`config.mk`:
```
export PLATFORM = sky130hd
export DESIGN_NAME = meter_status_irq
export DESIGN_NICKNAME = d
export VERILOG_FILES = /design/src/rtl/meter_status_irq.sv
export SDC_FILE = /design/constraint.sdc
export NUM_CORES = 1
export LEC_CHECK = 0
export ABC_AREA = 1
export BUFFER_PORTS_ARGS = -buffer_cell sky130_fd_sc_hd__buf_2
export CAP_MARGIN = 10
export CELL_PAD_IN_SITES_DETAIL_PLACEMENT = 0
export CELL_PAD_IN_SITES_GLOBAL_PLACEMENT = 2
export CORE_MARGIN = 2
export CORE_UTILIZATION = 27
export CTS_CLUSTER_SIZE = 14
export DETAILED_ROUTE_END_ITERATION = 10
export GPL_TIMING_DRIVEN = 0
export PLACE_DENSITY = 0.81
export SLEW_MARGIN = 0
export SYNTH_ARGS = -nofsm -noshare
export SYNTH_HDL_FRONTEND = slang
export SYNTH_SLANG_ARGS = --single-unit
```
`constraint.sdc`:
```
create_clock -name clk -period 0.9 [get_ports clk]
set_input_delay 0.18 -clock clk [delete_from_list [all_inputs] [get_ports clk]]
set_output_delay 0.18 -clock clk [all_outputs]
set_load 0.05 [all_outputs]
```
`src/rtl/meter_status_irq.sv`:
```
module meter_status_irq #(
  parameter int NPIN = 8
) (
  input  logic            clk,
  input  logic            rst_n,
  input  logic            acc_strobe,
  input  logic            sec_tick,
  input  logic            cmp_level,
  input  logic [NPIN-1:0] pin_level,
  input  logic [NPIN-1:0] pin_sel,
  input  logic [2:0]      creep,
  input  logic [2:0]      wh_rd,
  input  logic [3:0]      gen_ext,
  input  logic [3:0]      gen_upd,
  input  logic            cmd_rej,
  input  logic            bus_sel,
  input  logic            bus_wr,
  input  logic            bus_addr,
  input  logic [31:0]     bus_wdata,
  output logic [31:0]     bus_rdata,
  output logic            irq_n
);
  localparam logic [19:0] EVT = 20'hF8F00;

  logic [1:0]      cmp_s;
  logic            cmp_d, cmp_seen;
  logic [NPIN-1:0] pin_s1, pin_s2, pin_d;
  logic            wh_seen, primed, sec_q;
  logic [3:0]      upd_seen;
  logic [2:0]      creep_q;
  logic [19:0]     evt_q, evt_set, status;
  logic [31:0]     mask_q;

  wire rd_stat  = bus_sel & ~bus_wr & ~bus_addr;
  wire wr_mask  = bus_sel & bus_wr & bus_addr;
  wire cmp_edge = cmp_s[1] ^ cmp_d;
  wire pin_edge = |((pin_s2 ^ pin_d) & pin_sel);
  wire wh_any   = wh_seen | (|wh_rd);
  wire [3:0] upd_any = upd_seen | gen_upd;

  always_comb begin
    evt_set        = '0;
    evt_set[8]     = acc_strobe & (cmp_seen | cmp_edge);
    evt_set[9]     = pin_edge;
    evt_set[10]    = acc_strobe & primed & ~wh_any;
    evt_set[11]    = acc_strobe;
    evt_set[15]    = cmd_rej;
    evt_set[19:16] = {4{acc_strobe}} & gen_ext & ~upd_any;
  end

  assign status = evt_q | {5'b0, creep_q, 4'b0, sec_q, 7'b0};
  assign irq_n  = ~|(status & mask_q[19:0]);

  always_ff @(posedge clk) begin
    if (!rst_n) begin
      cmp_s    <= '0;
      cmp_d    <= 1'b0;
      pin_s1   <= '0;
      pin_s2   <= '0;
      pin_d    <= '0;
      cmp_seen <= 1'b0;
      wh_seen  <= 1'b0;
      primed   <= 1'b0;
      upd_seen <= '0;
      sec_q    <= 1'b0;
      creep_q  <= '0;
      evt_q    <= '0;
      mask_q   <= '0;
      bus_rdata <= '0;
    end else begin
      cmp_s  <= {cmp_s[0], cmp_level};
      cmp_d  <= cmp_s[1];
      pin_s1 <= pin_level;
      pin_s2 <= pin_s1;
      pin_d  <= pin_s2;
      cmp_seen <= acc_strobe ? 1'b0 : (cmp_seen | cmp_edge);
      wh_seen  <= acc_strobe ? 1'b0 : wh_any;
      upd_seen <= acc_strobe ? 4'b0 : upd_any;
      if (acc_strobe) begin
        primed  <= 1'b1;
        creep_q <= creep;
      end
      if (sec_tick) sec_q <= ~sec_q;
      evt_q <= ((rd_stat ? 20'b0 : evt_q) | evt_set) & EVT;
      if (wr_mask) mask_q <= bus_wdata;
      if (bus_sel && !bus_wr)
        bus_rdata <= bus_addr ? mask_q : {12'b0, status};
    end
  end
endmodule


```
==> results.yml <==
die:
  pin_count: 104
  die-area_um2: 16340
  chipWidth_um: 127.8
  start_util: 0.2744
  die_h_um: 127.8
  core_um2: 15090
  row_count: 45
critical_path:
  cp_top_family: "simple AND/OR/NAND/NOR gates"
  worstPathMaxFanout: 2
  critPathCaptureType: "output port"
  slowest_stage: "dfxtp_2"
  crit_buf_inv: 1
  crit_required_ns: 0.72
  worstPathCellList: "nand2_1, nand4_1, nor2_1, nor3b_4, buf_6"
  max_stage_delay_ns: 0.33
  crit_arrival_ns: 1.33
  startpoint_type: "flop"
  crit_type: "flop to output port"
grt:
  antenna_found_initial: 0
  grt_overflow_total: 0
  grt_pass1_wl_mm: 17.60
  grt_max_degree: 16
  grt_pass1_vias: 3587
  grt_usage: 0.1402
placement:
  dp_hpwl_mm: 8.107
  dp_cells: 816
  portBuffers: 102
  place_congestion: 0.7956
pwr:
  p_per_area_nw_per_um2: 1766
  ir_drop_uv: 1075
  power_mw: 10.31
  leakagePower_nw: 2.647
yosys:
  synth_top_cells_by_area: "dfxtp_1, a21oi_1, nand2_1"
  synth_common_cells: "dfxtp_1, nand2_1, a21oi_1"
  syn_avg_cell_area_um2: 7.871
  synth-edff-count: 0
  synth_nets: 597
  synth-seq-area-share: 0.5367
  synthesis.instances: 526
  synth_most_common_cell: "dfxtp_1"
  yosys_warnings: 0
  synth_async_sr_flop_share: 0
  synth_top_area_frac: 0.5367
  ys_ff_latch: 111
  ys.flop_type: "dfxtp_1"
  yosysTopAreaCell: "dfxtp_1"
  synthesis.area_um2: 4140
  synth_cell_types: 21
clock_network:
  cts_sinks: 111
  clkTransAtPathRegs_ns: 0.06
  clock_path_buffers: 2
  clock-root-buffer: "clkbuf_16"
  numCtsBuffers: 9
  cts_tree: "built"
  cts_max_level: 3
  clkLatencyLatePin_ns: 0.34
routing:
  drt-initial-drc-count: 212
  drt-wirelength-per-cell_um: 12.81
  vias_per_cell: 4.323
  ant_nets: 0
  first_pass_iters: 4
  vias: 3705
  finalWirelength_mm: 10.98
  route.detailed.drc: 0
hold_path:
  hold_class: "input port to flop"
sta:
  timing.fmax_mhz: 660.2
  timing.slew.headroom: 0.6590
  slew_violations: 0
  fin_worst_skew_ns: 0.003777
  hold_violations: 0
  rsz0062_at_grt: "yes"
  setup_viol: 34
  finalCriticalPeriod_ns: 1.515
  fin_crit_sh: 1.683
  tightest_slew_ns: 0.5115
  setup_ws_ns: -0.6146
final_layout:
  final_nets: 738
  layout-drive-gt1-share: 0.3378
  final_cell_count_no_fill: 857
  syn_to_final_growth_pct: 40.98
  n_antenna_cell: 0
run_status:
  status: "finished with violations"
  violations: "setup timing"
flow_run:
  drv_cap: 0
-- stage by stage --
step	instance area (µm²)	hold WS [ns]	setup TNS, ns	util	worst slack, ns
final	5837	0.01632	-4.268	0.3868	-0.6146
after detailed placement	4976	0.3653	-17.31	0.3298	-0.3879
after CTS	5699	0.0001305	-5.036	0.3777	-0.6634
after floorplan	4230	0.2776	-0.2964	-	-0.2964
after global routing	5837	0.01498	-5.661	0.3868	-0.6976
after global placement	4976	0.3611	-17.40	0.3298	-0.3759
-- worst paths after layout --
path / startpoint / end / slack, ns / cells after the start
setup / recovery: evt_q[16]$_SDFF_PN0_ / irq_n / -0.61 / 5
hold / removal: pin_level[7] / pin_s1[7]$_SDFF_PN0_ / 0.02 / 3
setup reg to reg: pin_s2[5]$_SDFF_PN0_ / evt_q[9]$_SDFF_PN0_ / -0.03 / 5
hold reg to reg: pin_s1[7]$_SDFF_PN0_ / pin_s2[7]$_SDFF_PN0_ / 0.41 / 2
-- repair_timing --
| action | 4_1_cts | 5_1_grt |
|---|---|---|
| pin swaps | 2 | 5 |
| endpoints found under the setup margin | 35 | 38 |
| hold endpoints to repair | 4 | 0 |
| hold buffers | 4 | 0 |
| resized for setup | 102 | 20 |
| buffers inserted | 13 | 11 |
-- report_power, final --
group | leakage, nW | switching [mW] | internal, mW
Clock | 0.131 | 1.65 | 2.11
Sequential | 0.929 | 0.149 | 5.15
Combinational | 1.59 | 0.711 | 0.542
-- sequential cells by signal, summed over array words and instances, names as in the netlist --
register / flops
pin_s1: 8
bus_rdata: 32
pin_d: 8
sec_q: 1
primed: 1
pin_s2: 8
upd_seen: 4
cmp_d: 1
wh_seen: 1
cmp_seen: 1
cmp_s: 2
evt_q: 9
creep_q: 3
mask_q: 32
-- logic make-up after synthesis --
family / Yosys count / synth area share
AOI/OAI and AO/OA: 140 / 0.1692
xor gates and xnor gates: 1 / 0.002116
buffers and inverters: 115 / 0.1254
DFF: 111 / 0.5367
and+or+nand+nor: 159 / 0.1665
-- placed cells by master (no fill, tap or decap), types with 5 or more instances in the layout --
master     instances
buf_2             82
nand4_1            6
buf_4             24
dfxtp_1           68
dfxtp_2           42
nand2_1           96
buf_8             31
nand2_2            5
clkbuf_1           7
clkbuf_16          9
inv_1             84
nor2_1            13
o21ai_0           36
a21oi_1           90
buf_6             12
nand3_1           25
o21ai_1           13
-- worst reg2reg max path, stage by stage (launching register included) --
cell and delay (ns):
dfxtp_1 0.32, or2_4 0.23, nand3_2 0.05, nand2_1 0.05
nor2_2 0.08, a21oi_1 0.07
-- final cells by class --
class | instances | area [µm²]
plain buffers | 29 | 201.4
clock buffers | 11 | 232.7
clock inverters | 2 | 35.03
fillers | 1576 | 9253
inverters | 86 | 327.8
multi-input cells | 300 | 1473
flip-flops and latches | 111 | 2278
well taps | 188 | 235.2
repair buffers | 130 | 1054
-- layer usage --
layer / GRT usage / vias to the layer above / routed length (µm)
li1: - / 1951 / -
met1: 0.1747 / 1654 / 5195
met2: 0.2255 / 88 / 5023
met3: 0.04883 / 12 / 601
met4: 0.04913 / 0 / 159
met5: 0 / - / 0
No activity file was read; power rests on OpenSTA's default activity.
